**src/rtl/adc_frame_pkg.sv**
```systemverilog
package adc_frame_pkg;

    localparam int SAMPLE_W  = 10;
    localparam int FRAME_LEN = 16;

    typedef enum logic [2:0] {
        ST_IDLE,
        ST_SETUP,
        ST_LOW,
        ST_HIGH,
        ST_GAP
    } eng_state_e;

    typedef struct packed {
        logic                dummy;
        logic [SAMPLE_W-1:0] code;
    } sample_t;

    // Take SAMPLE_W bits starting ofs bits after the first (MSB) frame bit.
    function automatic logic [SAMPLE_W-1:0] pick_code(
        input logic [FRAME_LEN-1:0] frame,
        input int unsigned          ofs
    );
        logic [FRAME_LEN-1:0] shifted;
        shifted = frame >> (FRAME_LEN - SAMPLE_W - ofs);
        return shifted[SAMPLE_W-1:0];
    endfunction

endpackage

```
**src/rtl/adc_req_sched.sv**
```systemverilog
module adc_req_sched #(
    parameter int PERIOD_W = 16
) (
    input  logic                clk,
    input  logic                rst,
    input  logic                start_i,
    input  logic                timer_en_i,
    input  logic [PERIOD_W-1:0] period_i,
    input  logic                psave_i,
    input  logic                accept_i,
    output logic                req_o,
    output logic                dummy_o
);

    logic [PERIOD_W-1:0] tcnt;
    logic                tick;
    logic                pend;
    logic                psave_q;
    logic                wake;

    always_comb tick = timer_en_i && (tcnt == period_i - PERIOD_W'(1));

    always_ff @(posedge clk) begin
        if (rst) begin
            tcnt    <= '0;
            pend    <= 1'b0;
            psave_q <= 1'b0;
            wake    <= 1'b0;
        end else begin
            psave_q <= psave_i;
            tcnt    <= (!timer_en_i || tick) ? '0 : tcnt + PERIOD_W'(1);
            if (psave_i)
                pend <= 1'b0;
            else if (start_i || tick)
                pend <= 1'b1;
            else if (accept_i)
                pend <= 1'b0;
            if (psave_q && !psave_i)
                wake <= 1'b1;
            else if (accept_i)
                wake <= 1'b0;
        end
    end

    assign req_o   = pend && !psave_i;
    assign dummy_o = wake;

    // an unserved request stays pending until the engine takes it
    p_req_held_r7: assert property (@(posedge clk) disable iff (rst)
        (req_o && !accept_i && !psave_i) |=> pend);

endmodule

```
**src/rtl/adc_frame_engine.sv**
```systemverilog
module adc_frame_engine
    import adc_frame_pkg::*;
#(
    parameter int HALF_DIV  = 13,
    parameter int QUIET_CYC = 13,
    parameter int PWRUP_CYC = 250,
    parameter int DATA_OFS  = 4
) (
    input  logic    clk,
    input  logic    rst,
    input  logic    req_i,
    input  logic    dummy_i,
    input  logic    sdata_i,
    output logic    accept_o,
    output logic    cs_n_o,
    output logic    sclk_o,
    output sample_t sample_o,
    output logic    valid_o
);

    localparam int WAKE_GAP = (PWRUP_CYC > QUIET_CYC) ? PWRUP_CYC : QUIET_CYC;
    localparam int HCW      = (HALF_DIV > 1) ? $clog2(HALF_DIV) : 1;
    localparam int GCW      = $clog2(WAKE_GAP + 1);
    localparam int BCW      = $clog2(FRAME_LEN + 1);
    localparam int HIW      = $clog2(WAKE_GAP + 3);

    eng_state_e           state;
    logic [HCW-1:0]       hcnt;
    logic [GCW-1:0]       gcnt;
    logic [BCW-1:0]       bcnt;
    logic [FRAME_LEN-1:0] shreg;
    logic                 dummy_q;
    logic                 half_done;
    logic [GCW-1:0]       gap_lim;

    always_comb begin
        half_done = (hcnt == HCW'(HALF_DIV - 1));
        gap_lim   = dummy_q ? GCW'(WAKE_GAP - 1) : GCW'(QUIET_CYC - 1);
        accept_o  = (state == ST_IDLE) && req_i;
    end

    always_ff @(posedge clk) begin
        if (rst) begin
            state    <= ST_IDLE;
            cs_n_o   <= 1'b1;
            sclk_o   <= 1'b1;
            hcnt     <= '0;
            gcnt     <= '0;
            bcnt     <= '0;
            shreg    <= '0;
            dummy_q  <= 1'b0;
            sample_o <= '0;
            valid_o  <= 1'b0;
        end else begin
            valid_o <= 1'b0;
            case (state)
                ST_IDLE: if (req_i) begin
                    cs_n_o  <= 1'b0;
                    hcnt    <= '0;
                    bcnt    <= '0;
                    dummy_q <= dummy_i;
                    state   <= ST_SETUP;
                end
                ST_SETUP: if (half_done) begin
                    sclk_o <= 1'b0;
                    hcnt   <= '0;
                    state  <= ST_LOW;
                end else hcnt <= hcnt + HCW'(1);
                ST_LOW: if (half_done) begin
                    sclk_o <= 1'b1;
                    shreg  <= {shreg[FRAME_LEN-2:0], sdata_i};
                    bcnt   <= bcnt + BCW'(1);
                    hcnt   <= '0;
                    state  <= ST_HIGH;
                end else hcnt <= hcnt + HCW'(1);
                ST_HIGH: if (half_done) begin
                    hcnt <= '0;
                    if (bcnt == BCW'(FRAME_LEN)) begin
                        cs_n_o         <= 1'b1;
                        gcnt           <= '0;
                        valid_o        <= 1'b1;
                        sample_o.dummy <= dummy_q;
                        sample_o.code  <= pick_code(shreg, DATA_OFS);
                        state          <= ST_GAP;
                    end else begin
                        sclk_o <= 1'b0;
                        state  <= ST_LOW;
                    end
                end else hcnt <= hcnt + HCW'(1);
                ST_GAP: if (gcnt >= gap_lim) state <= ST_IDLE;
                        else gcnt <= gcnt + GCW'(1);
                default: state <= ST_IDLE;
            endcase
        end
    end

    // Checker state: cycles with chip select high, rising edges in a frame
    logic [HIW-1:0] hi_cnt;
    logic [BCW-1:0] rise_cnt;
    logic           sclk_q;

    always_ff @(posedge clk) begin
        if (rst) begin
            hi_cnt   <= HIW'(WAKE_GAP + 2);
            rise_cnt <= '0;
            sclk_q   <= 1'b1;
        end else begin
            sclk_q <= sclk_o;
            if (!cs_n_o)
                hi_cnt <= '0;
            else if (hi_cnt != HIW'(WAKE_GAP + 2))
                hi_cnt <= hi_cnt + HIW'(1);
            if (state == ST_IDLE)
                rise_cnt <= '0;
            else if (sclk_o && !sclk_q)
                rise_cnt <= rise_cnt + BCW'(1);
        end
    end

    p_sclk_idle_high_r2: assert property (@(posedge clk) disable iff (rst)
        cs_n_o |-> sclk_o);

    p_sixteen_edges_r2: assert property (@(posedge clk) disable iff (rst)
        $rose(cs_n_o) |-> (rise_cnt == BCW'(FRAME_LEN)));

    p_quiet_gap_r6: assert property (@(posedge clk) disable iff (rst)
        $fell(cs_n_o) |-> ($past(hi_cnt) >= HIW'(QUIET_CYC)));

    p_valid_pulse_r5: assert property (@(posedge clk) disable iff (rst)
        valid_o |=> !valid_o);

    p_valid_at_cs_rise_r5: assert property (@(posedge clk) disable iff (rst)
        valid_o |-> $rose(cs_n_o));

endmodule

```
**src/rtl/adc_frame_ctrl.sv**
```systemverilog
module adc_frame_ctrl
    import adc_frame_pkg::*;
#(
    parameter int HALF_DIV  = 13,
    parameter int QUIET_CYC = 13,
    parameter int PWRUP_CYC = 250,
    parameter int DATA_OFS  = 4,
    parameter int PERIOD_W  = 16
) (
    input  logic                clk,
    input  logic                rst,
    input  logic                start_i,
    input  logic                timer_en_i,
    input  logic [PERIOD_W-1:0] period_i,
    input  logic                psave_i,
    output logic                adc_cs_n_o,
    output logic                adc_sclk_o,
    input  logic                adc_sdata_i,
    output logic [SAMPLE_W-1:0] code_o,
    output logic                dummy_o,
    output logic                valid_o
);

    logic    req;
    logic    wake_dummy;
    logic    accept;
    sample_t sample;

    adc_req_sched #(.PERIOD_W(PERIOD_W)) u_sched (
        .clk        (clk),
        .rst        (rst),
        .start_i    (start_i),
        .timer_en_i (timer_en_i),
        .period_i   (period_i),
        .psave_i    (psave_i),
        .accept_i   (accept),
        .req_o      (req),
        .dummy_o    (wake_dummy)
    );

    adc_frame_engine #(
        .HALF_DIV  (HALF_DIV),
        .QUIET_CYC (QUIET_CYC),
        .PWRUP_CYC (PWRUP_CYC),
        .DATA_OFS  (DATA_OFS)
    ) u_engine (
        .clk      (clk),
        .rst      (rst),
        .req_i    (req),
        .dummy_i  (wake_dummy),
        .sdata_i  (adc_sdata_i),
        .accept_o (accept),
        .cs_n_o   (adc_cs_n_o),
        .sclk_o   (adc_sclk_o),
        .sample_o (sample),
        .valid_o  (valid_o)
    );

    assign code_o  = sample.code;
    assign dummy_o = sample.dummy;

    // chip select never falls on a request seen under power-save
    p_no_frame_in_psave_r9: assert property (@(posedge clk) disable iff (rst)
        $fell(adc_cs_n_o) |-> !$past(psave_i));

endmodule

```
**config.mk**
```make
export PLATFORM = sky130hd
export DESIGN_NAME = adc_frame_ctrl
export DESIGN_NICKNAME = d
export VERILOG_FILES = /design/src/rtl/adc_frame_pkg.sv /design/src/rtl/adc_req_sched.sv /design/src/rtl/adc_frame_engine.sv /design/src/rtl/adc_frame_ctrl.sv
export SDC_FILE = /design/constraint.sdc
export NUM_CORES = 1
export LEC_CHECK = 0
export ABC_AREA = 1
export BUFFER_PORTS_ARGS = -buffer_cell sky130_fd_sc_hd__buf_2
export CORE_ASPECT_RATIO = 0.9
export CORE_MARGIN = 4
export CORE_UTILIZATION = 47
export DETAILED_ROUTE_END_ITERATION = 10
export MAX_ROUTING_LAYER = met4
export PLACE_DENSITY = 0.72
export SYNTH_ARGS = -nofsm -noshare
export SYNTH_HDL_FRONTEND = slang
export SYNTH_SLANG_ARGS = --single-unit
```
**constraint.sdc**
```tcl
create_clock -name clk -period 3.1 [get_ports clk]
set_input_delay 0.465 -clock clk [delete_from_list [all_inputs] [get_ports clk]]
set_output_delay 0.465 -clock clk [all_outputs]
set_load 0.01 [all_outputs]
```
Word level (Yosys, flattened, before mapping)
Index checks and enable logic that the tools add are counted.

Register bits after elaboration: 66. Input port bits: 22. Logic and storage cells: 98.

Add/subtract/negate cells: 5. $lt $le $gt $ge: 1. Equal/unequal tests: 15. Muxes and demuxes: 31. Bitwise operators: 2. Reductions and logical operators: 29.

Operator list (count): 8-bit two-way mux (4); 3-bit two-way mux (6); 16-bit by 1-bit adder with 16-bit output (second input constant) (1); 16-bit equality test (1); 8-bit one-hot mux with 2 select lines (1); 16-bit by 1-bit subtractor with 16-bit output (second input constant) (1); 3-bit one-hot mux with 5 select lines (1); 2-bit by 1-bit inequality test with 1-bit output (second input constant) (6); 2-bit nonzero test (6); 1-bit two-way mux (11); 5-bit two-way mux (2); 5-bit one-hot mux with 2 select lines (1); 5-bit AND reduction (2); 8-bit by 1-bit adder with 8-bit output (second input constant) (1); 8-bit greater-or-equal comparator (1); 4-bit two-way mux (2); 4-bit one-hot mux with 2 select lines (1); 4-bit AND reduction (2); 3-bit by 2-bit equality test with 1-bit output (second input constant) (2); 2-bit AND reduction (3); 3-bit AND reduction (2); 3-bit OR reduction (2); 5-bit by 1-bit adder with 5-bit output (second input constant) (1); 5-bit equality test (second input constant) (1); 14 further kinds (22).

Depth between registers and ports, before layout
Gate-level depths: netlist of run 1.

Word-level depth: 5. Gate-level depth with buffers: 16. Mapped depth without buffers: 14.

Hierarchy
From an unflattened synthesis of run 1, not the netlist that was laid out.

Cells, all modules: 533. Area total of the unflattened synthesis: 3716.1 um2.

By module, submodules not included: adc_frame_engine (times used 1, cells each 309, area an instance 2254.7 um2, seq. area each 940.9 um2); adc_req_sched (times used 1, cells each 224, area an instance 1461.4 um2, seq. area each 380.4 um2).

Worst setup path after synthesis of run 1
OpenSTA, ideal clock, no wires.

Path kind: input to register. Start point: input port period_i[0]. End point: register u_sched.tcnt[10]. Data arrival time: 1.806 ns. Data required time: 2.983 ns. Path slack: 1.177 ns. Stages on the path: 15. Path buffers: 2. Cells stage by stage: inv_1 ha_1 buf_2 nand2_1 nand3_1 nand2_1 inv_1 nand2_1 nor2_1 nand3_1 nor2_2 nand3_2 nand3_4 buf_12 nor2_2.

Word-level cells in the longest chain between the ends: 5.

Ends and longest elaborated chain: start: declaration (RTL line adc_frame_ctrl.sv:14) `input logic [PERIOD_W-1:0] period_i,`; 16-bit by 1-bit subtractor with 16-bit output (RTL line adc_req_sched.sv:21) `always_comb tick = timer_en_i && (tcnt == period_i - PERIOD_W'(1));`; 16-bit equality test (RTL line adc_req_sched.sv:21); 1-bit logical AND (RTL line adc_req_sched.sv:21); 1-bit logical OR (RTL line adc_req_sched.sv:31) `tcnt <= (!timer_en_i || tick) ? '0 : tcnt + PERIOD_W'(1);`; 2-bit OR reduction (no line); end signal: assignment (RTL line adc_req_sched.sv:31); end: declaration (RTL line adc_req_sched.sv:15) `logic [PERIOD_W-1:0] tcnt;`.

No other way between the ends. A chain may end at the register's enable or synchronous reset.

Worst setup path in the final report of run 1
Start point: register u_engine.dummy_q. End point: register u_engine.gcnt[1].

Word-level cells in the longest chain between the ends: 4.

Ends and longest elaborated chain: start: declaration (RTL line adc_frame_engine.sv:32) `logic dummy_q;`; start signal: assignment (RTL line adc_frame_engine.sv:61) `dummy_q <= dummy_i;`; 8-bit two-way mux (RTL line adc_frame_engine.sv:38) `gap_lim = dummy_q ? GCW'(WAKE_GAP - 1) : GCW'(QUIET_CYC - 1);`; 8-bit greater-or-equal comparator (RTL line adc_frame_engine.sv:90) `ST_GAP: if (gcnt >= gap_lim) state <= ST_IDLE;`; 2-bit inequality test (no line); 4-bit AND reduction (no line); end signal: assignment (RTL line adc_frame_engine.sv:91) `else gcnt <= gcnt + GCW'(1);`; end: declaration (RTL line adc_frame_engine.sv:29) `logic [GCW-1:0] gcnt;`.

No other way between the ends.

==> results of run 1 <==
## cell families after synthesis
family / after synthesis
AOI/OAI and AO/OA: 65
xor gates and xnor gates: 30
adders and majority gates: 13
buffers and inverters: 73
DFF: 66
and+or+nand+nor: 280
## sequential cells by signal, summed over array words and instances, names as in the netlist
register and count:
u_engine.shreg 12, u_engine.dummy_q 1, u_engine.valid_o 1, u_sched.tcnt 16
u_engine.sclk_o 1, u_engine.hcnt 4, u_engine.bcnt 5, u_engine.cs_n_o 1
u_sched.pend 1, u_sched.dummy_o 1, u_engine.gcnt 8, u_engine.state 3
u_engine.sample_o 11, u_sched.psave_q 1
## final cells by class
type,count,area (um^2)
flip-flops and latches,66,1320
well taps,96,120
inverters,62,233
repair buffers,39,205
fillers,738,3440
clock inverters,7,76.3
multi-input cells,388,2060
clock buffers,9,124
## power groups by stage
stage	Clock [mW]	Sequential, mW	Combinational [mW]
floorplan	0	0.877	0.0858
global placement	0	0.877	0.122
detailed placement	0	0.877	0.125
CTS	0.743	0.858	0.125
global route	0.776	0.858	0.141
finish	0.718	0.858	0.124
## metal layers
| metal | track usage [%] | vias to the layer above |
|---|---|---|
| li1 | - | 1766 |
| met1 | 22.7 | 1451 |
| met2 | 26.2 | 74 |
| met3 | 4.18 | 4 |
| met4 | 6.87 | 0 |
| met5 | - | - |
## worst max-delay path: stages, from the launching register on
cell and delay [ns]:
dfxtp_1 0.37, inv_1 0.15, ha_1 0.34, a21oi_1 0.14, nor2_1 0.05, a211oi_1 0.17, nand3_1 0.18, nand2_2 0.20
nand2_2 0.17, o21ai_0 0.19, nor2_1 0.05
## per-stage QoR
step	instance area (um^2)	power, mW	hold slack, ns
floorplan	3670	0.963	0.440
global placement	3940	0.999	0.444
detailed placement	3940	1.00	0.447
CTS	4140	1.73	0.370
global route	4140	1.78	0.418
finish	4140	1.70	0.385
## worst max-delay path by stage
stage | to | slack [ns] | cells past startpoint
floorplan | u_sched.tcnt[10]$_SDFF_PP0_ | 1.18 | 15
global placement | u_sched.tcnt[15]$_SDFF_PP0_ | 0.88 | 14
detailed placement | u_sched.tcnt[1]$_SDFF_PP0_ | 0.83 | 14
CTS | u_engine.gcnt[1]$_SDFFE_PP0P_ | 0.99 | 10
global route | u_engine.bcnt[0]$_SDFFE_PP0P_ | 0.82 | 11
finish | u_engine.gcnt[1]$_SDFFE_PP0P_ | 0.99 | 10
## Yosys cell counts (2+ instances only)
master    number  share of area, %
a211oi_1       2              0.41
nor2_1        92               9.4
xor2_1        16               3.8
buf_2          2              0.27
nor3_1         8               1.1
nand3_2        3              0.82
ha_1          13               4.4
nor2_4         4               1.2
o21ai_0       30               4.1
nor2_2        20               3.4
dfxtp_1       66                36
nand3b_1       3              0.61
nand2_1       97               9.9
nand2_4        2              0.61
xnor2_1       14               3.3
nand4_1       11               1.9
inv_1         60               6.1
clkbuf_1       6              0.61
nand3_1       35               4.8
a21oi_1       23               3.1
nand2_2        4              0.68
==> flow_metrics.env, run 1 <==
export IMPL_r2r_end="u_engine.gcnt[1]$_SDFFE_PP0P_"
export IMPL_swShare_pct=25.1
export IMPL_tns_ns=0
export IMPL_r2r_setup_slack_ns=0.99
export IMPL_hp_start="adc_sdata_i"
export IMPL_dr_pass1_iters=4
export IMPL_path_class="reg2reg"
export IMPL_drtIter0Drc=157
export IMPL_layout_common_cells="97 x nand2_1, 92 x nor2_1, 66 x dfxtp_1, 60 x inv_1"
export IMPL_p_switching_mw=0.427
export IMPL_finalHoldViolations=0
export IMPL_grt_usage_pct=17.5
export IMPL_fin_worst_skew_ns=0.00762
export IMPL_hold_class="in2reg"
export IMPL_p_int_mw=1.27
export IMPL_cts_reportedPaths_clkPinSlew_ns=0.08
export IMPL_core_um2=7580
export IMPL_synth_area_per_cell_um2=6.97
export IMPL_wirelength_um=7590
export IMPL_clockBufferDepth=2
export IMPL_grt_pass1_wl_um=12900
export IMPL_drive_gt1_share_pct=15.9
export IMPL_io_pins=36
export IMPL_ys_seq_area_share_pct=36.0
export IMPL_die_area_um2=9300
export IMPL_cts_root_buffer="clkbuf_8"
export IMPL_dr_max_layer_used="met4"
export IMPL_place_ws_ns=0.833
export IMPL_rows=30
export IMPL_synthAdderAreaFrac_pct=4.43
export IMPL_syn_nets=562
export IMPL_status="completed"
export IMPL_initial_core_util_pct=48.5
export IMPL_synthArstFlopShare_pct=0
export IMPL_mostFrequentLayoutCell="nand2_1"
export IMPL_cts_tree="yes"
export IMPL_grt_overflow=0
export IMPL_grt_max_degree=22
export IMPL_io_buffers=35
export IMPL_cp_arrival_ns=2.35
export IMPL_die_width_um=101
export IMPL_dp_cells=651
export IMPL_drc=0
export IMPL_crit_start="u_engine.dummy_q$_SDFFE_PP0P_"
export IMPL_cts_resized_gates=0
export IMPL_ys_ff_latch=66
export IMPL_ant_nets=0
export IMPL_ys_flop_type="dfxtp_1"
export IMPL_rsz0062_at_grt="no"
export IMPL_setup_slack_ns=0.988
export IMPL_synth_compound_area_share_pct=9.60
export IMPL_yosysWarnings=0
export IMPL_min_period_ns=2.11
export IMPL_clock_sinks=66
export IMPL_diodes=0
export IMPL_holdPathStages=3
export IMPL_setup_viol_count_final=0
export IMPL_grt_pass1_vias=2985
export IMPL_worstMarginPinSlew_ns=0.476
export IMPL_reg2reg_from="u_engine.dummy_q$_SDFFE_PP0P_"
export IMPL_nets=601
export IMPL_die_y_um=91.9
export IMPL_syn_cell_area_um2=3670
export IMPL_ys_types=37
export IMPL_clock_latency_ns=0.34
export IMPL_worstPathMaxFanout=10
export IMPL_synth_top_family_by_area="simple AND/OR/NAND/NOR gates"
export IMPL_postCtsSetupRepairBufs=0
export IMPL_synth_mux_area_share_pct=0
export IMPL_dp_hpwl_um=5730
export IMPL_place_gp_congestion=0.880
export IMPL_p_comb_share_pct=7.3
export IMPL_dr_wl_met2_um=3540
export IMPL_cp_end_kind="flip-flop"
export IMPL_start_kind="flip-flop"
export IMPL_htreeDepth=3
export IMPL_ir_worst_vdd_mv=0.308
export IMPL_holdPathEnd="u_engine.shreg[0]$_SDFFE_PP0P_"
export IMPL_maxCapViolCount=0
export IMPL_num_vias=3295
export IMPL_p_clk_share_pct=42.2
export IMPL_fin_cells=667
export IMPL_synthXorXnorAreaFrac_pct=7.15
export IMPL_synthSimpleGateAreaFrac_pct=34.9
export IMPL_p_per_area_nw_per_um2=411
export IMPL_m1WireLength_um=3650
export IMPL_via_per_inst=4.94
export IMPL_relSlewSlack_pct=68.2
export IMPL_area_growth_pct=12.6
export IMPL_netlist_instances=527
export IMPL_numCtsBuffers=9
export IMPL_wl_met3_um=355
export IMPL_r2r_cells=10
export IMPL_p_seq_share_pct=50.4
export IMPL_cts_hold_buffers_added=0
export IMPL_final_core_util_pct=54.6
export IMPL_wire_per_inst_um=11.4
export IMPL_fin_crit_sh_pct=68.1
export IMPL_final_max_slew_viol_count=0
export IMPL_crit_required_ns=3.34
export IMPL_synth_edf_count=0
export IMPL_leakagePower_nw=1.76
export IMPL_max_freq_mhz=473
export IMPL_antenna_found_initial=0
No activity file was read; power rests on OpenSTA's default activity.
==> run 2, diff against run 1 <==
Clock period 3.1 ns to 2.15 ns, I/O delays scaled along.
==> run 2 against run 1 <==
  * Core utilization up 0.33 points
  * Design area up 0.60%
  * Highest routed layer unchanged
  * Clock power up 43%
  * Die area unchanged
  * Register-to-register slack worse by 0.78 ns
  * Setup slack worse by 0.78 ns
  * Global-route usage up 0.32 points
  * Critical path depth unchanged
  * Cell count up 0.60%
  * Sequential power up 45%
  * Wire length up 3.3%
==> flow_metrics.env, run 2 (synthesized netlist as in run 1, its figures left out) <==
export IMPL_fin_cells=671
export IMPL_core_um2=7580
export IMPL_rows=30
export IMPL_dp_hpwl_um=5760
export IMPL_p_per_area_nw_per_um2=589
export IMPL_relSlewSlack_pct=71.2
export IMPL_start_kind="flip-flop"
export IMPL_setup_viol_count_final=0
export IMPL_num_vias=3402
export IMPL_dr_pass1_iters=4
export IMPL_nets=605
export IMPL_tns_ns=0
export IMPL_io_pins=36
export IMPL_crit_start="u_engine.dummy_q$_SDFFE_PP0P_"
export IMPL_via_per_inst=5.07
export IMPL_cts_tree="yes"
export IMPL_finalHoldViolations=0
export IMPL_die_area_um2=9300
export IMPL_seqCellArea_um2=1320
export IMPL_min_period_ns=1.94
export IMPL_cts_root_buffer="clkbuf_8"
export IMPL_reg2reg_from="u_engine.dummy_q$_SDFFE_PP0P_"
export IMPL_worstPathMaxFanout=10
export IMPL_status="completed"
export IMPL_total_power_mw=2.45
export IMPL_cp_end_kind="flip-flop"
export IMPL_maxCapViolCount=0
export IMPL_place_ws_ns=0.0427
export IMPL_drc=0
export IMPL_dp_cells=655
export IMPL_final_max_slew_viol_count=0
export IMPL_cts_hold_buffers_added=0
export IMPL_crit_required_ns=2.39
export IMPL_grt_overflow=0
export IMPL_cts_reportedPaths_clkPinSlew_ns=0.08
export IMPL_fin_worst_skew_ns=0.0134
export IMPL_hold_class="in2reg"
export IMPL_clock_latency_ns=0.35
export IMPL_nFillCells=742
export IMPL_largestRegisters="u_sched.tcnt x16, u_engine.shreg x12, u_engine.sample_o x11"
export IMPL_multi_input_area_um2=2060
export IMPL_grt_pass1_wl_um=13200
export IMPL_mostFrequentLayoutCell="nand2_1"
export IMPL_setup_slack_ns=0.208
export IMPL_grt_max_degree=25
export IMPL_slowest_delay_ns=0.38
export IMPL_crit_family="compound AO/OA/AOI/OAI gates"
export IMPL_leakagePower_nw=1.78
export IMPL_cp_arrival_ns=2.18
export IMPL_ant_nets=0
export IMPL_path_cells="inv_2 -> ha_1 -> a21oi_1 -> nor2_1 -> a211oi_1 -> nand3_1 -> nand2_2 -> nand2_2 -> o21ai_0 -> nor2_1"
export IMPL_die_y_um=91.9
export IMPL_layout_common_cells="97 x nand2_1, 92 x nor2_1, 66 x dfxtp_1, 59 x inv_1"
export IMPL_hp_start="adc_sdata_i"
export IMPL_grt_pass1_vias=2972
export IMPL_antenna_found_initial=0
export IMPL_io_buffers=35
export IMPL_place_gp_congestion=0.882
export IMPL_largest_reg_flops=16
export IMPL_wirelength_um=7840
export IMPL_clockBufferDepth=2
export IMPL_critPathSlowestCell="dfxtp_1"
export IMPL_die_width_um=101
export IMPL_final_core_util_pct=54.9
export IMPL_cp_num_buf_inv=1
export IMPL_drtIter0Drc=116
export IMPL_drive_gt1_share_pct=16.5
export IMPL_rsz0062_at_grt="no"
export IMPL_wire_per_inst_um=11.7
export IMPL_grt_usage_pct=17.8
export IMPL_numCtsBuffers=9
export IMPL_path_class="reg2reg"
export IMPL_initial_core_util_pct=48.5
export IMPL_fin_crit_sh_pct=90.3
export IMPL_clock_sinks=66
export IMPL_diodes=0
export IMPL_ir_worst_vdd_mv=0.444
export IMPL_worstMarginPinSlew_ns=0.429
export IMPL_area_growth_pct=13.3
export IMPL_max_freq_mhz=515
export IMPL_regMostFlops="u_sched.tcnt"
export IMPL_htreeDepth=3
## run 2: final cells by class
type / count / share of cell area (%)
clock buffers: 10 / 3.06
well taps: 96 / 2.88
repair buffers: 43 / 5.65
multi-input cells: 388 / 49.5
inverters: 62 / 5.59
clock inverters: 6 / 1.62
flip-flops and latches: 66 / 31.7
## run 2: where the power goes
group,leakage [nW],switching [mW],internal (mW)
registers,0.533,0.00649,1.23
logic,1.15,0.118,0.0656
clock network,0.0925,0.495,0.537
## run 2: worst paths after layout
path | end | slack (ns) | depth (start not counted)
max | u_engine.gcnt[1]$_SDFFE_PP0P_ | 0.21 | 10
min | u_engine.shreg[0]$_SDFFE_PP0P_ | 0.24 | 3
max reg2reg | u_engine.gcnt[1]$_SDFFE_PP0P_ | 0.21 | 10
min reg2reg | u_engine.sclk_o$_SDFFE_PP1P_ | 0.45 | 2
## run 2: worst register-to-register path, cell delays in order (launching register included)
cell	delay, ns
dfxtp_1	0.38
inv_2	0.10
ha_1	0.32
a21oi_1	0.13
nor2_1	0.05
a211oi_1	0.19
nand3_1	0.17
nand2_2	0.11
nand2_2	0.14
o21ai_0	0.20
nor2_1	0.05
## run 2: metrics by stage
stage	instance area [um^2]	hold WS (ns)
6_report	4160	0.240
5_1_grt	4160	0.276
4_1_cts	4160	0.241
3_5_place_dp	3970	0.442
3_3_place_gp	3970	0.447
2_1_floorplan	3670	0.440
## run 2: repair_timing
item,CTS,global route
gates resized for setup,0,1
setup buffers,0,0
endpoints found under the setup margin,0,2
## run 2: metal layers
layer	global-route usage [%]	vias up	wire length (um)	part of all wire [%]
met5	-	-	0	0
met4	5.98	0	104	1.3
met3	3.50	12	309	3.9
met2	28.1	61	3690	47
li1	-	1767	-	-
met1	22.8	1562	3740	48
